$ cat src/rtl/gpio_bank_pkg.sv
package gpio_bank_pkg;
   localparam int WORD_W   = 32;
   localparam int NUM_FEAT = 7;

   // feature order fixes the address map
   typedef enum logic [2:0] {
      FEAT_LEVEL = 3'd0,
      FEAT_DIR   = 3'd1,
      FEAT_SET   = 3'd2,
      FEAT_CLR   = 3'd3,
      FEAT_RISE  = 3'd4,
      FEAT_FALL  = 3'd5,
      FEAT_STAT  = 3'd6
   } gpio_feat_e;
endpackage

$ cat src/rtl/gpio_addr_dec.sv
module gpio_addr_dec #(
   parameter int NSLOT  = 14,
   parameter int ADDR_W = 4
) (
   input  logic [ADDR_W-1:0] addr,
   output logic [NSLOT-1:0]  slot_hit
);
   // one-hot slot select; addresses beyond NSLOT select nothing
   generate
      for (genvar s = 0; s < NSLOT; s++) begin : g_slot
         assign slot_hit[s] = (int'(addr) == s);
      end
   endgenerate
endmodule

$ cat src/rtl/gpio_pin_sync.sv
module gpio_pin_sync #(
   parameter int WIDTH  = 64,
   parameter int STAGES = 2
) (
   input  logic             clk,
   input  logic             rst_n,
   input  logic [WIDTH-1:0] pin_in,
   output logic [WIDTH-1:0] level,
   output logic [WIDTH-1:0] rise_p,
   output logic [WIDTH-1:0] fall_p
);
   logic [STAGES-1:0][WIDTH-1:0] chain_q;
   logic [WIDTH-1:0]             prev_q;

   always_ff @(posedge clk) begin
      if (!rst_n) chain_q[0] <= '0;
      else        chain_q[0] <= pin_in;
   end

   generate
      for (genvar k = 1; k < STAGES; k++) begin : g_stage
         always_ff @(posedge clk) begin
            if (!rst_n) chain_q[k] <= '0;
            else        chain_q[k] <= chain_q[k-1];
         end
      end
   endgenerate

   always_ff @(posedge clk) begin
      if (!rst_n) prev_q <= '0;
      else        prev_q <= chain_q[STAGES-1];
   end

   assign level  = chain_q[STAGES-1];
   assign rise_p = level & ~prev_q;
   assign fall_p = ~level & prev_q;
endmodule

$ cat src/rtl/gpio_edge_word.sv
module gpio_edge_word #(
   parameter int WIDTH = 32
) (
   input  logic             clk,
   input  logic             rst_n,
   input  logic [WIDTH-1:0] rise_p,
   input  logic [WIDTH-1:0] fall_p,
   input  logic [WIDTH-1:0] rise_en,
   input  logic [WIDTH-1:0] fall_en,
   input  logic [WIDTH-1:0] clr_mask,
   output logic [WIDTH-1:0] stat,
   output logic [WIDTH-1:0] hit
);
   assign hit = (rise_p & rise_en) | (fall_p & fall_en);

   // clear first, then a fresh hit re-sets: no edge is lost
   always_ff @(posedge clk) begin
      if (!rst_n) stat <= '0;
      else        stat <= (stat & ~clr_mask) | hit;
   end
endmodule

$ cat src/rtl/gpio_bank_ctrl.sv
module gpio_bank_ctrl
   import gpio_bank_pkg::*;
#(
   parameter int NUM_PINS    = 64,
   parameter int SYNC_STAGES = 2,
   parameter int ADDR_W      = $clog2(NUM_FEAT * (NUM_PINS / WORD_W))
) (
   input  logic                clk,
   input  logic                rst_n,
   input  logic                bus_sel,
   input  logic                bus_we,
   input  logic [ADDR_W-1:0]   bus_addr,
   input  logic [WORD_W-1:0]   bus_wdata,
   output logic [WORD_W-1:0]   bus_rdata,
   input  logic [NUM_PINS-1:0] pin_in,
   output logic [NUM_PINS-1:0] pin_out,
   output logic [NUM_PINS-1:0] pin_oe,
   output logic                irq
);
   localparam int NWORDS = NUM_PINS / WORD_W;
   localparam int NSLOT  = NUM_FEAT * NWORDS;

   generate
      if (NUM_PINS < WORD_W || (NUM_PINS % WORD_W) != 0) begin : g_bad_pins
         $error("NUM_PINS must be a positive multiple of 32");
      end
      if (SYNC_STAGES < 2) begin : g_bad_sync
         $error("SYNC_STAGES must be at least 2");
      end
      if ((1 << ADDR_W) < NSLOT) begin : g_bad_addr
         $error("ADDR_W too narrow for the register map");
      end
   endgenerate

   logic                                wstb, rstb;
   logic [NSLOT-1:0]                    slot_hit;
   logic [NUM_PINS-1:0]                 wdata_rep;
   logic [NUM_FEAT-1:0][NUM_PINS-1:0]   word_wen;
   logic [NUM_FEAT-1:0][NUM_PINS-1:0]   bank_view;
   logic [NUM_PINS-1:0]                 set_mask, clr_mask, sclr_mask, dir_wen;
   logic [NUM_PINS-1:0]                 dir_q, out_q, ren_q, fen_q;
   logic [NUM_PINS-1:0]                 lvl, rise_p, fall_p;
   logic [NUM_PINS-1:0]                 stat_all, hit_all;
   logic [WORD_W-1:0]                   rd_word;

   assign wstb      = bus_sel & bus_we;
   assign rstb      = bus_sel & ~bus_we;
   assign wdata_rep = {NWORDS{bus_wdata}};

   gpio_addr_dec #(.NSLOT(NSLOT), .ADDR_W(ADDR_W)) u_dec (
      .addr     (bus_addr),
      .slot_hit (slot_hit)
   );

   // per-feature, per-word write enables spread to pin width
   generate
      for (genvar f = 0; f < NUM_FEAT; f++) begin : g_feat
         for (genvar w = 0; w < NWORDS; w++) begin : g_word
            assign word_wen[f][w*WORD_W +: WORD_W] =
               {WORD_W{wstb & slot_hit[f*NWORDS + w]}};
         end
      end
   endgenerate

   assign dir_wen   = word_wen[int'(FEAT_DIR)];
   assign set_mask  = word_wen[int'(FEAT_SET)]  & wdata_rep;
   assign clr_mask  = word_wen[int'(FEAT_CLR)]  & wdata_rep;
   assign sclr_mask = word_wen[int'(FEAT_STAT)] & wdata_rep;

   always_ff @(posedge clk) begin
      if (!rst_n) begin
         dir_q <= '0;
         out_q <= '0;
         ren_q <= '0;
         fen_q <= '0;
      end else begin
         dir_q <= (dir_q & ~dir_wen) | (wdata_rep & dir_wen);
         ren_q <= (ren_q & ~word_wen[int'(FEAT_RISE)]) |
                  (wdata_rep & word_wen[int'(FEAT_RISE)]);
         fen_q <= (fen_q & ~word_wen[int'(FEAT_FALL)]) |
                  (wdata_rep & word_wen[int'(FEAT_FALL)]);
         out_q <= (out_q | set_mask) & ~clr_mask;
      end
   end

   gpio_pin_sync #(.WIDTH(NUM_PINS), .STAGES(SYNC_STAGES)) u_sync (
      .clk    (clk),
      .rst_n  (rst_n),
      .pin_in (pin_in),
      .level  (lvl),
      .rise_p (rise_p),
      .fall_p (fall_p)
   );

   generate
      for (genvar w = 0; w < NWORDS; w++) begin : g_edge
         gpio_edge_word #(.WIDTH(WORD_W)) u_ew (
            .clk      (clk),
            .rst_n    (rst_n),
            .rise_p   (rise_p[w*WORD_W +: WORD_W]),
            .fall_p   (fall_p[w*WORD_W +: WORD_W]),
            .rise_en  (ren_q[w*WORD_W +: WORD_W]),
            .fall_en  (fen_q[w*WORD_W +: WORD_W]),
            .clr_mask (sclr_mask[w*WORD_W +: WORD_W]),
            .stat     (stat_all[w*WORD_W +: WORD_W]),
            .hit      (hit_all[w*WORD_W +: WORD_W])
         );
      end
   endgenerate

   // readable view of each bank; set and clear read as zero
   assign bank_view[int'(FEAT_LEVEL)] = lvl;
   assign bank_view[int'(FEAT_DIR)]   = dir_q;
   assign bank_view[int'(FEAT_SET)]   = '0;
   assign bank_view[int'(FEAT_CLR)]   = '0;
   assign bank_view[int'(FEAT_RISE)]  = ren_q;
   assign bank_view[int'(FEAT_FALL)]  = fen_q;
   assign bank_view[int'(FEAT_STAT)]  = stat_all;

   always_comb begin
      rd_word = '0;
      for (int f = 0; f < NUM_FEAT; f++) begin
         for (int w = 0; w < NWORDS; w++) begin
            if (slot_hit[f*NWORDS + w])
               rd_word = rd_word | bank_view[f][w*WORD_W +: WORD_W];
         end
      end
   end

   always_ff @(posedge clk) begin
      if (!rst_n)    bus_rdata <= '0;
      else if (rstb) bus_rdata <= rd_word;
   end

   assign pin_out = out_q;
   assign pin_oe  = dir_q;
   assign irq     = |stat_all;
endmodule

$ cat config.mk
export PLATFORM = sky130hd
export DESIGN_NAME = gpio_bank_ctrl
export DESIGN_NICKNAME = d
export VERILOG_FILES = /design/src/rtl/gpio_bank_pkg.sv /design/src/rtl/gpio_addr_dec.sv /design/src/rtl/gpio_pin_sync.sv /design/src/rtl/gpio_edge_word.sv /design/src/rtl/gpio_bank_ctrl.sv
export SDC_FILE = /design/constraint.sdc
export NUM_CORES = 1
export LEC_CHECK = 0
export ABC_AREA = 1
export BUFFER_PORTS_ARGS = -buffer_cell sky130_fd_sc_hd__buf_2
export CORE_MARGIN = 4
export CORE_UTILIZATION = 23
export CTS_CLUSTER_DIAMETER = 120
export DETAILED_ROUTE_END_ITERATION = 16
export PLACE_DENSITY = 0.36
export SYNTH_ARGS = -nofsm -noshare
export SYNTH_HDL_FRONTEND = slang
export SYNTH_SLANG_ARGS = --single-unit
$ cat constraint.sdc
create_clock -name clk -period 3.5 [get_ports clk]
set_input_delay 0.875 -clock clk [delete_from_list [all_inputs] [get_ports clk]]
set_output_delay 0.875 -clock clk [all_outputs]
set_load 0.02 [all_outputs]
==> results.yml <==
worst_setup_path:
  required_ps: 2620
  r2r-end: "bus_rdata[30]$_SDFFE_PN0P_"
  setup.worst_path.end: "irq"
  crit_fanout: 3
  path_class: "reg2out"
  crit_path_end_kind: "primary output"
  r2r_slack_ps: 2370
  r2r_cells: 6
  critPathLaunchType: "register"
  cp.arrival_ps: 2150
  crit_start: "g_edge[1].u_ew.stat[8]$_SDFF_PN0_"
min_path:
  hold_class: "reg2reg"
cts:
  cts_tree: "yes"
  clk_latency_ps: 630
  ctsResizeCount: 0
  ctsHoldBuffers: 0
  clkSinkCount: 544
  clockRootBuffer: "clkbuf_16"
  clockBufferDepth: 3
  cts_htree_levels: 3
  cts_buffers: 69
  cts_setup_buffers: 0
  clkTransAtPathRegs_ps: 60
cells_and_area:
  area_growth_pct: 21.6
  num-nets-final: 3395
  drive_gt1_share_pct: 13.9
  finalNonFillerCells: 4614
  final_area_sq_um: 27100
  fill_cells: 10600
place:
  post-dp-hpwl_mm: 65.4
  postPlaceCellArea_sq_um: 24800
  place.detailed.instances: 4485
  finalWeightedCongestion: 0.783
  port_buffers: 264
  dp_slack_ps: 711
global_route:
  grt_use_total_pct: 18.1
  grt_pass1_vias: 20000
  grt_pass1_wl_mm: 139
  grt_max_degree: 124
  antenna_found_initial: 1
  overflow: 0
synthesis:
  synth_top_family_by_area: "simple AND/OR/NAND/NOR gates"
  ys_seq_area_share_pct: 48.8
  synth_compound_area_share_pct: 13.7
  syn_inst: 3132
  synth_area_per_cell_sq_um: 7.12
  syn-cell-area_sq_um: 22300
  yosys.area_share.xor_xnor_pct: 0
  synth.distinct_cells: 22
  synth_nets: 3236
  yosysWarnings: 0
  synth-simple-area-share_pct: 24.2
  synth_fa_ha_area_share_pct: 0
  synthMuxAreaShare_pct: 0
  synth_seq_cells: 544
floorplanning:
  io_pins: 265
  rows: 113
  coreArea_sq_um: 95600
  die_y_um: 319
  initial_core_util_pct: 23.3
  die-area_sq_um: 102000
  die_x_um: 319
power:
  p_total_mw: 14.8
  vdd_ir_drop_max_mv: 0.307
  leakagePower_nw: 12.5
  power_density_nw_per_um2: 546
sta:
  fin_setup_tns_ps: 0
  maxSlewHeadroom_pct: 47.8
  timing.fmax_mhz: 330
  rsz0062_at_grt: "no"
  period_share_pct: 86.5
  skew_ps: 30.7
  tightest_slew_ps: 783
  period_needed_ps: 3030
  setup_ws_ps: 472
  slew_viol_final: 0
  setup_violations: 0
  finalHoldViolCount: 0
route:
  drtIter0Drc: 1380
  wl_per_cell_um: 20.5
  dr.pass1.iters: 5
  drt.antenna.violating_nets: 0
  drt-total-wl_mm: 94.7
  vias: 20200
  viasPerCell: 4.39
  drcViolationCount: 0
run_status:
  status: "completed"
flow_run:
  cap_violations: 0
[worst min-delay path by stage]
stage,from,to,cells after the start
after floorplan,u_sync.chain_q[0]$_SDFF_PN0_,u_sync.level[0]$_SDFF_PN0_,2
after global placement,u_sync.chain_q[57]$_SDFF_PN0_,u_sync.level[57]$_SDFF_PN0_,2
after detailed placement,u_sync.chain_q[55]$_SDFF_PN0_,u_sync.level[55]$_SDFF_PN0_,2
after CTS,pin_in[61],u_sync.chain_q[61]$_SDFF_PN0_,3
after global routing,pin_in[58],u_sync.chain_q[58]$_SDFF_PN0_,3
final,u_sync.chain_q[0]$_SDFF_PN0_,u_sync.level[0]$_SDFF_PN0_,2
[worst max-delay path, cell delays in order, from the launching register on]
cell and delay (ps):
dfxtp_1 330, nor2_1 190, nand4_1 170, or2_2 350, nor2_1 90, nand2_1 180
buf_2 220
[metal layers]
layer / up-vias / wire, um / part of all wire [%] / track usage, %
met3: 125 / 4010 / 4.2 / 2.73
li1: 10200 / - / - / -
met4: 0 / 3550 / 3.7 / 6.98
met1: 9409 / 41500 / 44 / 23.0
met5: - / 0 / 0 / 0
met2: 453 / 45700 / 48 / 31.0
[synthesized netlist by cell type]
cell type,instances,area (sq um)
buf_2,33,165
dfxtp_1,544,10900
inv_2,2,7.51
and2_0,2,12.5
or2_2,1,6.26
nand4_1,4,25.0
o21ai_0,189,946
nor3_1,66,330
o22ai_1,64,400
inv_1,463,1740
nor2_2,7,43.8
buf_4,64,480
clkbuf_1,139,522
clkinv_1,2,7.51
o21ai_1,5,25.0
a21oi_1,256,1280
nand3_1,323,1620
nor2_1,356,1340
nand2_1,538,2020
a31oi_1,64,400
nor4_1,1,6.26
buf_1,9,33.8
[layout by cell type, fill, tap and decap left out, drive strengths merged]
master	Yosys	final
dfxtp	544	544
clkinv	2	14
clkbuf	139	101
o21ai	194	194
inv	465	472
nand4	4	4
a31oi	64	64
clkinvlp	0	1
or2	1	1
nand3	323	323
nor4	1	1
diode	0	3
nand2	538	538
nor3	66	66
bufinv	0	5
buf	106	333
a21oi	256	256
o22ai	64	64
and2	2	2
nor2	363	363
[logic make-up (layout without fill, tap and decap cells)]
group,Yosys count,count (layout)
compound gates,578,578
buf+inv,712,926
flops,544,544
other cells,0,3
simple gates,1298,1298
[power breakdown]
part	switching (mW)	internal [mW]	leakage, nW
clock network	2.96	4.45	1.16
registers	0.107	6.34	4.42
logic	0.711	0.240	6.90
[area by class of cell]
class / instances / area, sq um / share of cell area (%)
inverters: 467 / 1760 / 6.49
well taps: 1265 / 1580 / 5.84
flip-flops and latches: 544 / 10900 / 40.2
clock inverters: 25 / 287 / 1.06
diodes: 3 / 7.51 / 0.0277
multi-input cells: 1876 / 8520 / 31.4
clock buffers: 101 / 2050 / 7.56
repair buffers: 333 / 2010 / 7.42
[stage by stage]
stage	util [%]	hold slack, ps
after floorplan	-	390
after global placement	25.9	396
after detailed placement	25.9	400
after CTS	28.3	379
after global routing	28.4	429
final	28.4	401
Power figures use the tool's default switching activity.
